<file path="src/rtl/gpio_bank_pkg.sv">
package gpio_bank_pkg;

    localparam logic [7:0] OFS_DOUT = 8'h00;
    localparam logic [7:0] OFS_MODE = 8'h04;
    localparam logic [7:0] OFS_DIN  = 8'h08;
    localparam logic [7:0] OFS_SET  = 8'h0C;
    localparam logic [7:0] OFS_CLR  = 8'h10;
    localparam logic [7:0] OFS_TGL  = 8'h14;
    localparam logic [7:0] OFS_IEN  = 8'h18;

    typedef struct packed {
        logic ld_dout;
        logic ld_mode;
        logic set_dout;
        logic clr_dout;
        logic tgl_dout;
        logic ld_ien;
    } wr_strobe_t;

    typedef enum logic [2:0] {
        RD_ZERO,
        RD_DOUT,
        RD_MODE,
        RD_DIN,
        RD_IEN
    } rd_sel_e;

endpackage

</file>
<file path="src/rtl/gpio_bank_decode.sv">
module gpio_bank_decode
    import gpio_bank_pkg::*;
#(
    parameter int ADDR_W = 8
) (
    input  logic [ADDR_W-1:0] addr,
    input  logic              we,
    output wr_strobe_t        wr,
    output rd_sel_e           rd_sel
);

    function automatic logic hit(input logic [ADDR_W-1:0] a, input logic [7:0] ofs);
        return a == ADDR_W'(ofs);
    endfunction

    always_comb begin
        wr          = '0;
        wr.ld_dout  = we && hit(addr, OFS_DOUT);
        wr.ld_mode  = we && hit(addr, OFS_MODE);
        wr.set_dout = we && hit(addr, OFS_SET);
        wr.clr_dout = we && hit(addr, OFS_CLR);
        wr.tgl_dout = we && hit(addr, OFS_TGL);
        wr.ld_ien   = we && hit(addr, OFS_IEN);
    end

    always_comb begin
        if (hit(addr, OFS_DOUT))      rd_sel = RD_DOUT;
        else if (hit(addr, OFS_MODE)) rd_sel = RD_MODE;
        else if (hit(addr, OFS_DIN))  rd_sel = RD_DIN;
        else if (hit(addr, OFS_IEN))  rd_sel = RD_IEN;
        else                          rd_sel = RD_ZERO;
    end

endmodule

</file>
<file path="src/rtl/gpio_bank_regs.sv">
module gpio_bank_regs
    import gpio_bank_pkg::*;
#(
    parameter int PINS   = 8,
    parameter int DATA_W = 32,
    localparam int MODE_W = 2 * PINS
) (
    input  logic              clk,
    input  logic              rst_n,
    input  wr_strobe_t        wr,
    input  logic [DATA_W-1:0] wdata,
    output logic [PINS-1:0]   dout,
    output logic [MODE_W-1:0] mode,
    output logic [PINS-1:0]   ien
);

    typedef struct packed {
        logic [PINS-1:0]   dout;
        logic [MODE_W-1:0] mode;
        logic [PINS-1:0]   ien;
    } reg_st_t;

    reg_st_t st_d, st_q;

    logic [PINS-1:0]   wbits;
    logic [MODE_W-1:0] wmode;

    assign wbits = wdata[PINS-1:0];
    assign wmode = wdata[MODE_W-1:0];

    always_comb begin
        st_d = st_q;
        if (wr.ld_dout)  st_d.dout = wbits;
        if (wr.set_dout) st_d.dout = st_q.dout | wbits;
        if (wr.clr_dout) st_d.dout = st_q.dout & ~wbits;
        if (wr.tgl_dout) st_d.dout = st_q.dout ^ wbits;
        if (wr.ld_mode)  st_d.mode = wmode;
        if (wr.ld_ien)   st_d.ien  = wbits;
    end

    always_ff @(posedge clk or negedge rst_n) begin
        if (!rst_n) st_q <= '0;
        else        st_q <= st_d;
    end

    assign dout = st_q.dout;
    assign mode = st_q.mode;
    assign ien  = st_q.ien;

    AST_SET_ONES: assert property (@(posedge clk) disable iff (!rst_n)
        wr.set_dout |=> ((dout & $past(wbits)) == $past(wbits)));
    AST_CLR_ZEROS: assert property (@(posedge clk) disable iff (!rst_n)
        wr.clr_dout |=> ((dout & $past(wbits)) == '0));
    AST_TGL_FLIP: assert property (@(posedge clk) disable iff (!rst_n)
        wr.tgl_dout |=> (dout == ($past(dout) ^ $past(wbits))));
    AST_IDLE_HOLDS: assert property (@(posedge clk) disable iff (!rst_n)
        (wr == '0) |=> ($stable(dout) && $stable(mode) && $stable(ien)));

endmodule

</file>
<file path="src/rtl/gpio_bank_insync.sv">
module gpio_bank_insync #(
    parameter int PINS   = 8,
    parameter int STAGES = 2
) (
    input  logic            clk,
    input  logic            rst_n,
    input  logic [PINS-1:0] pin_raw,
    input  logic [PINS-1:0] en,
    output logic [PINS-1:0] din
);

    for (genvar n = 0; n < PINS; n++) begin : g_pin
        typedef struct packed {
            logic [STAGES-1:0] chain;
            logic              held;
        } pin_st_t;

        pin_st_t st_d, st_q;

        always_comb begin
            st_d       = st_q;
            st_d.chain = {st_q.chain[STAGES-2:0], pin_raw[n]};
            if (en[n]) st_d.held = st_q.chain[STAGES-1];
        end

        always_ff @(posedge clk or negedge rst_n) begin
            if (!rst_n) st_q <= '0;
            else        st_q <= st_d;
        end

        assign din[n] = st_q.held;

        AST_HOLD_WHEN_OFF: assert property (@(posedge clk) disable iff (!rst_n)
            !en[n] |=> $stable(din[n]));
    end

endmodule

</file>
<file path="src/rtl/gpio_bank.sv">
module gpio_bank
    import gpio_bank_pkg::*;
#(
    parameter int BANK_IDX    = 1,
    parameter int PINS        = 8,
    parameter int GLOBAL_PINS = 16,
    parameter int ADDR_W      = 8,
    parameter int DATA_W      = 32,
    parameter int SYNC_STAGES = 2,
    localparam int MODE_W     = 2 * PINS,
    localparam int SLICE_LO   = BANK_IDX * PINS
) (
    input  logic                   clk,
    input  logic                   rst_n,
    input  logic [ADDR_W-1:0]      bus_addr,
    input  logic                   bus_we,
    input  logic [DATA_W-1:0]      bus_wdata,
    output logic [DATA_W-1:0]      bus_rdata,
    input  logic [GLOBAL_PINS-1:0] pins_in,
    output logic [PINS-1:0]        pad_dout,
    output logic [MODE_W-1:0]      pad_mode,
    output logic [PINS-1:0]        pad_ien
);

    wr_strobe_t      wr;
    rd_sel_e         rd_sel;
    logic [PINS-1:0] din;
    logic [PINS-1:0] local_pins;

    assign local_pins = pins_in[SLICE_LO +: PINS];

    gpio_bank_decode #(.ADDR_W(ADDR_W)) u_decode (
        .addr   (bus_addr),
        .we     (bus_we),
        .wr     (wr),
        .rd_sel (rd_sel)
    );

    gpio_bank_regs #(.PINS(PINS), .DATA_W(DATA_W)) u_regs (
        .clk   (clk),
        .rst_n (rst_n),
        .wr    (wr),
        .wdata (bus_wdata),
        .dout  (pad_dout),
        .mode  (pad_mode),
        .ien   (pad_ien)
    );

    gpio_bank_insync #(.PINS(PINS), .STAGES(SYNC_STAGES)) u_insync (
        .clk     (clk),
        .rst_n   (rst_n),
        .pin_raw (local_pins),
        .en      (pad_ien),
        .din     (din)
    );

    always_comb begin
        case (rd_sel)
            RD_DOUT: bus_rdata = DATA_W'(pad_dout);
            RD_MODE: bus_rdata = DATA_W'(pad_mode);
            RD_DIN:  bus_rdata = DATA_W'(din);
            RD_IEN:  bus_rdata = DATA_W'(pad_ien);
            default: bus_rdata = '0;
        endcase
    end

    AST_RD_UPPER_ZERO: assert property (@(posedge clk) disable iff (!rst_n)
        bus_rdata[DATA_W-1:MODE_W] == '0);
    AST_ALIAS_RD_ZERO: assert property (@(posedge clk) disable iff (!rst_n)
        (bus_addr == ADDR_W'(OFS_SET) || bus_addr == ADDR_W'(OFS_CLR) ||
         bus_addr == ADDR_W'(OFS_TGL)) |-> (bus_rdata == '0));

endmodule

</file>
<file path="config.mk">
export PLATFORM = sky130hd
export DESIGN_NAME = gpio_bank
export DESIGN_NICKNAME = d
export VERILOG_FILES = /design/src/rtl/gpio_bank_pkg.sv /design/src/rtl/gpio_bank_decode.sv /design/src/rtl/gpio_bank_regs.sv /design/src/rtl/gpio_bank_insync.sv /design/src/rtl/gpio_bank.sv
export SDC_FILE = /design/constraint.sdc
export NUM_CORES = 1
export LEC_CHECK = 0
export ABC_AREA = 1
export BUFFER_PORTS_ARGS = -buffer_cell sky130_fd_sc_hd__buf_2
export CAP_MARGIN = 40
export CORE_UTILIZATION = 40
export DETAILED_ROUTE_END_ITERATION = 8
export PLACE_DENSITY = 0.68
export SLEW_MARGIN = 0
export SYNTH_ARGS = -nofsm -noshare
export SYNTH_HDL_FRONTEND = slang
export SYNTH_SLANG_ARGS = --single-unit
</file>
<file path="constraint.sdc">
create_clock -name clk -period 1.4 [get_ports clk]
set_input_delay 0.21 -clock clk [delete_from_list [all_inputs] [get_ports clk]]
set_output_delay 0.21 -clock clk [all_outputs]
set_load 0.02 [all_outputs]
</file>
* Word-level counts from Yosys, hierarchy flattened *
Cells that the tools add are included.
Widths: inputs -> output; s select.

operators by class
  eq/ne operators = 10
  mux-type cells = 9
  bitwise gates (word level) = 4
  reductions and logical operators = 8

operator list
  kind                count
  $pmux 16 s4         1
  $mux 8              4
  $eq 8x5->1 const B  3
  $eq 8x4->1 const B  2
  $mux 3              4
  $and 8x8->8         1
  $eq 8x3->1 const B  1
  $logic_not 8->1     1
  $not 8->8           1
  $or 8x8->8          1
  $xor 8x8->8         1
  $eq 3x2->1 const B  2
  $logic_and 1x1->1   6
  $reduce_bool 4->1   1
  $eq 3x1->1 const B  1
  $eq 3x3->1 const B  1

storage, ports and cells
  register bits after elaboration = 56
  input bits = 59
  output and inout bits = 64
  word-level logic and storage cells = 50

* Depth between registers and ports, before layout *
Gate-level depths: netlist (run 1).

  word-level depth = 7
  depth in mapped cells = 10
  mapped depth without buffers = 9

* By module *
A second synthesis (run 1) with hierarchy kept.

unflattened totals
  cell total of the unflattened synthesis = 420
  area total of the unflattened synthesis = 3,420.8 um^2

by module, submodules not included
  module            instances  cells an instance  area an instance (um^2)  sequential area each (um^2)
  gpio_bank_regs    1          199                1,793.0                  800.8
  gpio_bank_insync  1          64                 780.7                    600.6
  gpio_bank         1          116                656.9                    0.0
  gpio_bank_decode  1          41                 190.2                    0.0

* Least setup slack after synthesis (run 1) *
OpenSTA, ideal clock, no wires.

  kind = input -> output
  from = in bus_addr[1]
  to = out bus_rdata[10]
  data arrival time = 1.259 ns
  path slack = -0.069 ns
  cell stages on the path = 5
  path buffers = 0
  path through = nor2_4 nand2_1 nor3_2 inv_2 nor2_1

between the ends
  longest elaborated chain between the ends = 7
  elaborated cells on any way between the ends = 13
  those cells by class = 7 x eq/ne; 5 x mux; 1 x reduce/logical

RTL lines
  element                             line                    source
  start, declared                     gpio_bank.sv:15         input logic [ADDR_W-1:0] bus_addr,
  $eq 8x5->1                          gpio_bank_decode.sv:13  return a == ADDR_W'(ofs);
  $mux 3                              gpio_bank_decode.sv:30  else if (hit(addr, OFS_IEN)) rd_sel = RD_IEN;
  $mux 3                              gpio_bank_decode.sv:29  else if (hit(addr, OFS_DIN)) rd_sel = RD_DIN;
  $mux 3                              gpio_bank_decode.sv:28  else if (hit(addr, OFS_MODE)) rd_sel = RD_MODE;
  $mux 3 *                            gpio_bank_decode.sv:27  if (hit(addr, OFS_DOUT)) rd_sel = RD_DOUT;
  $eq 3x3->1 (tied with other cells)  gpio_bank.sv:58         case (rd_sel)
  $pmux 16 s4 *                       gpio_bank.sv:58
  end, declared                       gpio_bank.sv:18         output logic [DATA_W-1:0] bus_rdata,

Every way passes the cells marked *; elsewhere a longest branch is shown, timed or not.

* Worst setup path after layout (run 1) *
  from = in bus_addr[7]
  to = out bus_rdata[7]

Same word-level chain as after synthesis.

==> results of run 1 <==
## metal layers
| metal | share of wire [%] | track usage, % | up-vias | routed length [um] |
|---|---|---|---|---|
| met3 | 5.2 | 3.38 | 10 | 390 |
| li1 | - | - | 1346 | - |
| met1 | 45 | 25.2 | 1301 | 3360 |
| met2 | 49 | 32.0 | 86 | 3640 |
| met4 | 1.4 | 4.70 | 0 | 104 |
| met5 | 0 | 0 | - | 0 |
## logic make-up after synthesis
family          after synthesis  share of synthesized area [%]
simple gates                176                           26.3
buf+inv                      69                           11.6
other cells                   1                          0.121
compound gates               45                           10.0
fa+ha+maj                    16                           6.48
flops                        56                           45.4
## final cells by class
cell class / instances / area share [%]
Clock inverter: 1 / 0.720
Timing Repair Buffer: 117 / 20.0
Inverter: 45 / 4.11
Multi-Input combinational cell: 254 / 36.3
Clock buffer: 7 / 2.31
Tap cell: 99 / 2.97
Sequential cell: 56 / 33.6
## repair_timing
action                     in CTS  in global routing
resized for setup              47                  9
pin swaps                       7                  2
hold endpoints to repair       19                  2
gates cloned                    1                  0
setup endpoints to repair      16                 16
setup buffers                   1                  0
hold buffers                    5                  2
## how the worst max path moves through the flow
stage,start,endpoint,slack [ns],cells after the start
2_1_floorplan,bus_addr[5],bus_rdata[0],-0.03,6
3_3_place_gp,bus_addr[1],bus_rdata[2],-0.15,9
3_5_place_dp,bus_addr[1],bus_rdata[5],-0.17,8
4_1_cts,bus_addr[0],bus_rdata[1],-0.08,8
5_1_grt,bus_addr[0],bus_rdata[7],-0.15,8
6_report,bus_addr[7],bus_rdata[7],-0.07,8
## cells in the mapped netlist
| library cell | count |
|---|---|
| buf_4 | 18 |
| conb_1 | 1 |
| nand2_2 | 5 |
| inv_2 | 3 |
| nand2_1 | 101 |
| o21ai_2 | 6 |
| nand3_4 | 1 |
| nand2_4 | 3 |
| a21oi_1 | 8 |
| nand3_1 | 17 |
| nor2_8 | 1 |
| nor2_1 | 34 |
| o2111ai_1 | 8 |
| dfrtp_1 | 56 |
| nor2_2 | 5 |
| o21a_1 | 5 |
| buf_6 | 4 |
| buf_2 | 2 |
| nor2_4 | 5 |
| nand4_1 | 1 |
| inv_1 | 42 |
| nor3_1 | 1 |
| ha_1 | 16 |
| o211ai_1 | 8 |
| o21ai_1 | 3 |
| nand3_2 | 1 |
| nor3_2 | 1 |
| o21ai_0 | 7 |
## through the flow
stage	util [%]	cell area, um2
detailed placement	51.0	3760
floorplan	-	3150
CTS	55.8	4120
global route	56.6	4170
global placement	51.0	3760
finish	56.6	4170
## power by group
group	switching, mW	internal [mW]
combinational	0.464	0.263
clock	0.490	0.631
sequential	0.115	1.78
total	1.07	2.68
## flip-flops by register name, summed over array words and instances (netlist names)
register             cells
u_insync.din             8
u_insync.g_pin.st_d      8
u_insync.g_pin.st_q      8
u_regs.dout              8
u_regs.ien               8
u_regs.mode             16
==> metrics.log, run 1 <==
INFO  metric status = finished, violations left
INFO  metric failing_checks = setup timing
INFO  metric layout_commonest_cell = nand2_1
INFO  metric final_layout_size_suffix_gt1_share = between 30% and 40%
INFO  metric finalSetupViolCount = 16
INFO  metric power_density = around 900 nW/um2
INFO  metric hold_violations = 0
INFO  metric place_congestion = 0.855
INFO  metric critPathArrivalTime = 1.26 ns
INFO  metric postLayoutSetupSlackWorst = -0.0717 ns
INFO  metric grt_pass1_wl = 12400 um
INFO  metric min-delay-start = pins_in[15]
INFO  metric hold-worst-slack = 0.0126 ns
INFO  metric avgSynthCellArea = between 8 and 9 um2
INFO  metric ir_worst_vdd = 483 uV
INFO  metric fin_nets = 554
INFO  metric timing.critical_path.max_delay_family = simple AND/OR/NAND/NOR gates
INFO  metric setup.reg_to_reg.worst_slack = 0.24 ns
INFO  metric antenna_cells_inserted = 0
INFO  metric die-height = roughly 90 um
INFO  metric yosys_warning_total = 0
INFO  metric port_buffers = 82
INFO  metric die_area = 8070 um2
INFO  metric synth_top_cell_area_share = 45.4%
INFO  metric crit_path_max_incr_delay = 0.17 ns
INFO  metric cp_max_fo = 9
INFO  metric worst_setup_path_end_kind = output pin
INFO  metric worstRegToRegCells = 6
INFO  metric critical-path-slowest-cell = buf_4
INFO  metric dp_worst_setup_slack = -0.169 ns
INFO  metric clkLatencyLatePin = about 0.3 ns
INFO  metric timing.hold.worst_endpoint = u_insync.g_pin[7].st_d[2]
INFO  metric timing.setup.tns = -0.442 ns
INFO  metric drc_errors = 0
INFO  metric synth_top_area_cell = dfrtp_1
INFO  metric layout.cells.non_filler = about 580
INFO  metric antenna_found_initial = 0
INFO  metric fmaxAchievable = between 600 and 700 MHz
INFO  metric critPathBufInv = 3
INFO  metric total_leakage_power = 2.31 nW
INFO  metric area_taken_by_multi_input_logic_gates = 1510 um2
INFO  metric min_period_over_period = 105%
INFO  metric leading_post_synthesis_cells_by_cell_area = dfrtp_1 (45%), nand2_1 (12%), ha_1 (6.5%)
INFO  metric cp_class = in2out
INFO  metric cts_max_level = 2
INFO  metric cts_root_buffer = clkbuf_8
INFO  metric tritoncts = done
INFO  metric hold_path.class = in2reg
INFO  metric portion_of_the_post_synthesis_area_used_by_sequential_elements = 45.4%
INFO  metric overflow = 0
INFO  metric chip_width = 89.9 um
INFO  metric design_power_total = ~3.7 mW
INFO  metric critical_path.startpoint_type = input port
INFO  metric layout_common_cells = nand2_1 (97), buf_2 (64), dfrtp_1 (56), inv_1 (40), buf_4 (33)
INFO  metric fp.coreArea = 7370 um2
INFO  metric clock-sinks = 56
INFO  metric setup_repair_after_global_routing_missed_its_margin = true
INFO  metric timing_max_transition_violations_final = 0
INFO  metric maxCapViolCount = 0
INFO  metric crit_chain = buf_2 > nor2_2 > nand2_4 > nor3_4 > buf_12 > nand2_1 > o2111ai_2 > buf_4
INFO  metric syn_inst = 363
INFO  metric detailed_place_hpwl = 5460 um
INFO  metric yosys_register_bits = 56
INFO  metric vias_per_cell = roughly 4.7
INFO  metric hold-path-cell-count = 1
INFO  metric global_route_usage_over_all_layers = 18.9%
INFO  metric first_global_vias = 2676
INFO  metric routed_wirelength = 7500 um
INFO  metric boundaryPins = 123
INFO  metric clockBufferDepth = 2
INFO  metric synth.lib_cells_used.distinct = 28
INFO  metric timing.clock.skew = roughly 0.0042 ns
INFO  metric routed-via-count = around 2700
INFO  metric post_route_ant_nets = 0
INFO  metric initial_utilization = 41.9%
INFO  metric grt_start_max_net_pins = 33
INFO  metric seqCellArea = 1400 um2
INFO  metric cts.clk_slew.worst_paths = roughly 0.090 ns
INFO  metric fillCellCount = 680
INFO  metric cts_buffers = 5
INFO  metric placement_rows = 31
INFO  metric drt_pass_1_iters = 4
INFO  metric layout-area-overhead-vs-synth = 35.0%
INFO  metric dr.first_iter.drc_count = 92
INFO  metric worst_r2r_startpoint = u_regs.dout[6]
INFO  metric regToRegEndpoint = u_regs.dout[6]
INFO  metric mappedNetlistArea = 3090 um2
INFO  metric post_drt_wl_per_cell = 12.9 um
INFO  metric placed_cells_incl_taps = 562
INFO  metric required = 1.19 ns
INFO  metric period_minus_slack = 1.47 ns
(Power assumes the default switching activity.)
==> run 2, diff against run 1 <==
--- a/config.mk
+++ b/config.mk
@@ -9,8 +9,9 @@
 export BUFFER_PORTS_ARGS = -buffer_cell sky130_fd_sc_hd__buf_2
 export CAP_MARGIN = 40
 export CORE_UTILIZATION = 40
+export CTS_BUF_LIST = sky130_fd_sc_hd__clkbuf_4
 export DETAILED_ROUTE_END_ITERATION = 8
-export PLACE_DENSITY = 0.68
+export PLACE_DENSITY_LB_ADDON = 0.3
 export SLEW_MARGIN = 0
 export SYNTH_ARGS = -nofsm -noshare
 export SYNTH_HDL_FRONTEND = slang
==> constraint.sdc (replaced) <==
create_clock -name clk -period 1.2 [get_ports clk]
set_input_delay 0.18 -clock clk [delete_from_list [all_inputs] [get_ports clk]]
set_output_delay 0.18 -clock clk [all_outputs]
set_load 0.02 [all_outputs]
==> metrics.log, run 2 (synthesized netlist as in run 1, its figures left out) <==
INFO  metric grt_start_max_net_pins = 57
INFO  metric min-delay-start = bus_wdata[5]
INFO  metric hold_violations = 0
INFO  metric total_leakage_power = 2.41 nW
INFO  metric min_period_over_period = 120%
INFO  metric status = finished, violations left
INFO  metric cts_buffers = 5
INFO  metric cp_class = in2out
INFO  metric dr.first_iter.drc_count = 193
INFO  metric hold-worst-slack = about 0.027 ns
INFO  metric post_drt_wl_per_cell = 13.7 um
INFO  metric required = 1.02 ns
INFO  metric cts.clk_slew.worst_paths = about 0.15 ns
INFO  metric fin_nets = ~570
INFO  metric timing.critical_path.max_delay_family = simple AND/OR/NAND/NOR gates
INFO  metric routed_wirelength = slightly above 8000 um
INFO  metric critPathBufInv = 3
INFO  metric fp.coreArea = 7370 um2
INFO  metric detailed_place.area = 3960 um2
INFO  metric dp_worst_setup_slack = -0.415 ns
INFO  metric largest_reg_flops = 16
INFO  metric drc_errors = 0
INFO  metric period_minus_slack = around 1.4 ns
INFO  metric first_global_vias = 2677
INFO  metric met3_wirelength = roughly 370 um
INFO  metric timing.setup.tns = -4.08 ns
INFO  metric placement_rows = 31
INFO  metric timing_max_transition_violations_final = 0
INFO  metric boundaryPins = 123
INFO  metric layout_common_cells = nand2_1 (86), dfrtp_1 (52), buf_2 (50), buf_6 (43), inv_1 (35)
INFO  metric wl_met1 = around 3400 um
INFO  metric ir_worst_vdd = 613 uV
INFO  metric overflow = 0
INFO  metric clockBufferDepth = 2
INFO  metric critical-path-slowest-cell = o2111ai_2
INFO  metric area_taken_by_multi_input_logic_gates = 1750 um2
INFO  metric crit_path_max_incr_delay = 0.20 ns
INFO  metric routed-via-count = 2835
INFO  metric layout.cells.non_filler = 596
INFO  metric layout-area-overhead-vs-synth = 51.8%
INFO  metric placed_cells_incl_taps = 561
INFO  metric layout_commonest_cell = nand2_1
INFO  metric power_density = 895 nW/um2
INFO  metric timing.clock.skew = 0.00830 ns
INFO  metric tritoncts = done
INFO  metric worst_r2r_startpoint = u_regs.dout[4]
INFO  metric clkLatencyLatePin = approximately 0.37 ns
INFO  metric worst_setup_path_startpoint = bus_addr[0]
INFO  metric hold_path.class = in2reg
INFO  metric die-height = roughly 90 um
INFO  metric post_route_ant_nets = 0
INFO  metric worst_setup_path_end_kind = output pin
INFO  metric vias_per_cell = 4.76
INFO  metric fillCellCount = 591
INFO  metric clock-sinks = 56
INFO  metric critPathArrivalTime = 1.26 ns
INFO  metric cp_max_fo = 4
INFO  metric design_area = 4690 um2
INFO  metric port_buffers = 82
INFO  metric finalSetupViolCount = 34
INFO  metric maxCapViolCount = 0
INFO  metric global_route_usage_over_all_layers = 19.6%
INFO  metric seqCellArea = 1410 um2
INFO  metric fmaxAchievable = a little under 700 MHz
INFO  metric routed.top_layer = met4
INFO  metric initial_utilization = 41.9%
INFO  metric drt_pass_1_iters = 6
INFO  metric antenna_found_initial = 0
INFO  metric cts_max_level = 2
INFO  metric grt_pass1_wl = 12700 um
INFO  metric critical_path.startpoint_type = input port
INFO  metric crit_chain = buf_6 > nor2_4 > nand2_4 > nor2_4 > nand2_2 > buf_6 > o2111ai_2 > buf_6
INFO  metric place_congestion = 0.805
INFO  metric postLayoutSetupSlackWorst = -0.244 ns
INFO  metric met2_wirelength = 4280 um
INFO  metric final_layout_size_suffix_gt1_share = 43.9%
INFO  metric detailed_place_hpwl = 5300 um
INFO  metric chip_width = 89.9 um
INFO  metric antenna_cells_inserted = 0
INFO  metric failing_checks = setup timing
INFO  metric cts_root_buffer = clkbuf_4
INFO  metric setup_repair_after_global_routing_missed_its_margin = true
INFO  metric path_common_cell = buf_6
INFO  metric die_area = 8070 um2
[run 2: cell types whose count changed in the layout (fill, tap and decap cells not counted), sizes merged]
| cell | before | now |
|---|---|---|
| buf | 110 | 125 |
| clkinv | 0 | 2 |
| dlygate4sd3 | 7 | 9 |
| bufinv | 1 | 0 |
| clkbuf | 7 | 6 |
| inv | 45 | 46 |
| nor2 | 46 | 45 |
[run 2: cell type report]
type | count | share of cell area (%)
Clock buffer | 5 | 0.801
Timing Repair Buffer | 135 | 24.9
Multi-Input combinational cell | 253 | 37.3
Sequential cell | 56 | 30.0
Inverter | 45 | 4.03
Clock inverter | 3 | 0.374
Tap cell | 99 | 2.64
[run 2: worst reg2reg max path: stages, from the launching register on]
cell	delay (ns)
dfrtp_1	0.45
buf_6	0.14
inv_2	0.06
ha_4	0.19
nor2_2	0.11
nor2_2	0.05
nand2_1	0.06
nand2_1	0.06
[run 2: final timing paths]
kind / end / slack, ns / cells after the start
worst max-delay path: bus_rdata[5] / -0.24 / 8
min in group asynchronous: u_insync.g_pin[0].st_q[2] / 0.32 / 3
max in group asynchronous: u_regs.dout[5] / 0.61 / 3
worst min register to register: u_insync.g_pin[3].st_q[2] / 0.37 / 0
worst max register to register: u_regs.dout[4] / -0.01 / 7
worst min-delay path: u_regs.ien[5] / 0.03 / 3
[run 2: routing by layer]
layer / GRT usage [%] / vias up
li1: - / 1385
met1: 24.9 / 1362
met2: 34.7 / 82
met3: 3.38 / 6
met4: 4.57 / 0
met5: 0 / -
[run 2: power by group]
part           switching (mW)  total, mW  internal (mW)
clock network           0.577      0.806          0.228
logic                   0.678       1.19          0.508
registers               0.119       2.20           2.08
total                    1.37       4.19           2.82
[run 2: timing repair]
action,CTS,global route
setup buffers,10,9
gates resized for setup,68,60
endpoints found under the setup margin,23,45
hold buffers,9,0
pin swaps,8,26
gates cloned,0,1
hold endpoints to repair,64,0
[run 2: stage by stage]
step	util [%]	power (mW)
after global routing	63.6	4.41
final	63.6	4.19
after detailed placement	53.7	3.09
after CTS	59.6	4.07
after global placement	53.7	3.05
after floorplan	-	2.79
==> run 3, diff against run 2 <==
--- a/config.mk
+++ b/config.mk
@@ -12,6 +12,7 @@
 export CTS_BUF_LIST = sky130_fd_sc_hd__clkbuf_4
 export DETAILED_ROUTE_END_ITERATION = 8
 export PLACE_DENSITY_LB_ADDON = 0.3
+export SKIP_LAST_GASP = 1
 export SLEW_MARGIN = 0
 export SYNTH_ARGS = -nofsm -noshare
 export SYNTH_HDL_FRONTEND = slang
==> constraint.sdc (replaced) <==
create_clock -name clk -period 1.2 [get_ports clk]
set_input_delay 0.18 -clock clk [delete_from_list [all_inputs] [get_ports clk]]
set_output_delay 0.18 -clock clk [all_outputs]
set_load 0.01 [all_outputs]
==> metrics.log, run 3 (synthesized netlist as in run 1, its figures left out) <==
INFO  metric hold_violations = 0
INFO  metric overflow = 0
INFO  metric clock-sinks = 56
INFO  metric die-height = approximately 90 um
INFO  metric antenna_cells_inserted = 0
INFO  metric first_global_vias = 2711
INFO  metric boundaryPins = approximately 120
INFO  metric finalSetupViolCount = 23
INFO  metric wl_met1 = 3260 um
INFO  metric routed.top_layer = met4
INFO  metric fp.coreArea = 7370 um2
INFO  metric cp_max_fo = 5
INFO  metric period_minus_slack = around 1.4 ns
INFO  metric placed_cells_incl_taps = between 500 and 600
INFO  metric clkLatencyLatePin = 0.37 ns
INFO  metric vias_per_cell = 4.75
INFO  metric die_area = just over 8000 um2
INFO  metric timing_max_transition_violations_final = 0
INFO  metric setup_repair_after_global_routing_missed_its_margin = true
INFO  metric required = 1.02 ns
INFO  metric design_area = between 4000 and 5000 um2
INFO  metric antenna_found_initial = 0
INFO  metric postLayoutSetupSlackWorst = -0.245 ns
INFO  metric critPathBufInv = 3
INFO  metric crit_chain = buf_2 > nor2_2 > nand2_4 > nor3_4 > buf_6 > nand2_2 > o2111ai_2 > buf_2
INFO  metric detailed_place.area = 3730 um2
INFO  metric crit_path_max_incr_delay = 0.22 ns
INFO  metric path_common_cell = buf_2
INFO  metric critical-path-slowest-cell = nor3_4
INFO  metric global_route_usage_over_all_layers = 19.3%
INFO  metric dr.first_iter.drc_count = ~130
INFO  metric tritoncts = done
INFO  metric fin_nets = 567
INFO  metric port_buffers = 82
INFO  metric layout.cells.non_filler = slightly below 600
INFO  metric drc_errors = 0
INFO  metric cts_buffers = 5
INFO  metric fmaxAchievable = 692 MHz
INFO  metric timing.clock.skew = 0.00898 ns
INFO  metric place_congestion = slightly above 0.8
INFO  metric detailed_place_hpwl = ~5500 um
INFO  metric timing.setup.tns = -3.46 ns
INFO  metric met2_wirelength = between 3000 and 4000 um
INFO  metric power_density = 962 nW/um2
INFO  metric grt_start_max_net_pins = 57
INFO  metric status = finished, violations left
INFO  metric post_route_ant_nets = 0
INFO  metric maxCapViolCount = 0
INFO  metric design_power_total = roughly 4.1 mW
INFO  metric ir_worst_vdd = 695 uV
INFO  metric layout_common_cells = nand2_1 (92), buf_2 (75), dfrtp_1 (54), inv_1 (36), buf_4 (29)
INFO  metric grt_pass1_wl = 12600 um
INFO  metric failing_checks = setup timing
INFO  metric placement_rows = 31
INFO  metric final_layout_size_suffix_gt1_share = 41.4%
INFO  metric cts_root_buffer = clkbuf_4
INFO  metric timing.critical_path.max_delay_family = simple AND/OR/NAND/NOR gates
INFO  metric chip_width = 89.9 um
INFO  metric drt_pass_1_iters = 4
INFO  metric clockBufferDepth = 2
INFO  metric critPathArrivalTime = 1.27 ns
INFO  metric largest_reg_flops = 16
INFO  metric cp_class = in2out
INFO  metric initial_utilization = 41.9%
INFO  metric cts.clk_slew.worst_paths = ~0.16 ns
INFO  metric routed_wirelength = between 7000 and 8000 um
INFO  metric routed-via-count = 2811
INFO  metric layout_commonest_cell = nand2_1
INFO  metric critical_path.startpoint_type = input port
INFO  metric post_drt_wl_per_cell = approximately 13 um
INFO  metric cts_max_level = 2
INFO  metric hold_path.class = in2reg
INFO  metric total_leakage_power = 2.32 nW
INFO  metric met3_wirelength = 455 um
INFO  metric min_period_over_period = 120%
INFO  metric layout-area-overhead-vs-synth = 39.5%
INFO  metric worst_setup_path_end_kind = output pin
## run 3: cell count changes in the layout (fill, tap and decap cells not counted), sizes merged
cell      before  now
buf          125  121
bufinv         0    1
clkbuf         6    5
clkinv         2    1
clkinvlp       0    1
inv           46   45
nor2          45   46
## run 3: worst register-to-register path: cells and delay by family (launching register included)
family / cells / cell delay [ns]
adder cells (fa/ha/maj): 1 / 0.21
buffers and inverters: 2 / 0.19
flip-flops: 1 / 0.46
AND/OR/NAND/NOR: 4 / 0.28
## run 3: power breakdown
| group | internal (mW) | switching (mW) | total [mW] |
|---|---|---|---|
| logic | 0.409 | 0.526 | 0.935 |
| clock network | 0.436 | 0.571 | 1.01 |
| registers | 2.08 | 0.118 | 2.20 |
| total | 2.93 | 1.22 | 4.14 |
## run 3: worst paths after layout
| check | start | endpoint | slack (ns) | depth (start not counted) |
|---|---|---|---|---|
| min in group asynchronous | rst_n | u_insync.din[0] | 0.32 | 3 |
| worst max-delay path | bus_addr[7] | bus_rdata[1] | -0.25 | 8 |
| worst min register to register | u_insync.g_pin[4].st_d[2] | u_insync.g_pin[4].st_q[2] | 0.37 | 0 |
| worst min-delay path | bus_wdata[4] | u_regs.ien[4] | 0.02 | 3 |
| max in group asynchronous | rst_n | u_regs.dout[4] | 0.62 | 3 |
| worst max register to register | u_regs.dout[4] | u_regs.dout[4] | -0.04 | 7 |
## run 3: routing by layer
layer | up-vias | track usage (%)
met5 | - | 0
met4 | 0 | 5.91
met3 | 9 | 3.64
met2 | 108 | 32.8
met1 | 1315 | 25.0
li1 | 1379 | -
## run 3: final cells by class
class                      instances  area [um2]
multi-input combinational        254        1610
inverter                          45         179
timing repair buffer             130         910
clock inverter                     3        42.5
clock buffer                       5        37.5
fill                             671        3060
sequential                        56        1400
tap                               99         124
## run 3: metrics by stage
step	hold WS, ns	utilization, %	setup slack (ns)
3_5_place_dp	0.204	50.6	-0.313
3_3_place_gp	0.202	50.6	-0.288
2_1_floorplan	-0.116	-	-0.0247
5_1_grt	0.0488	58.4	-0.274
4_1_cts	0.00614	54.8	-0.215
6_report	0.0199	58.4	-0.245
## run 3: timing repair
item | CTS | global route
hold endpoints to repair | 64 | 0
pin swaps | 4 | 28
buffers inserted | 3 | 10
endpoints found under the setup margin | 16 | 34
resized for setup | 27 | 44
hold buffers | 9 | 0
gates cloned | 1 | 0
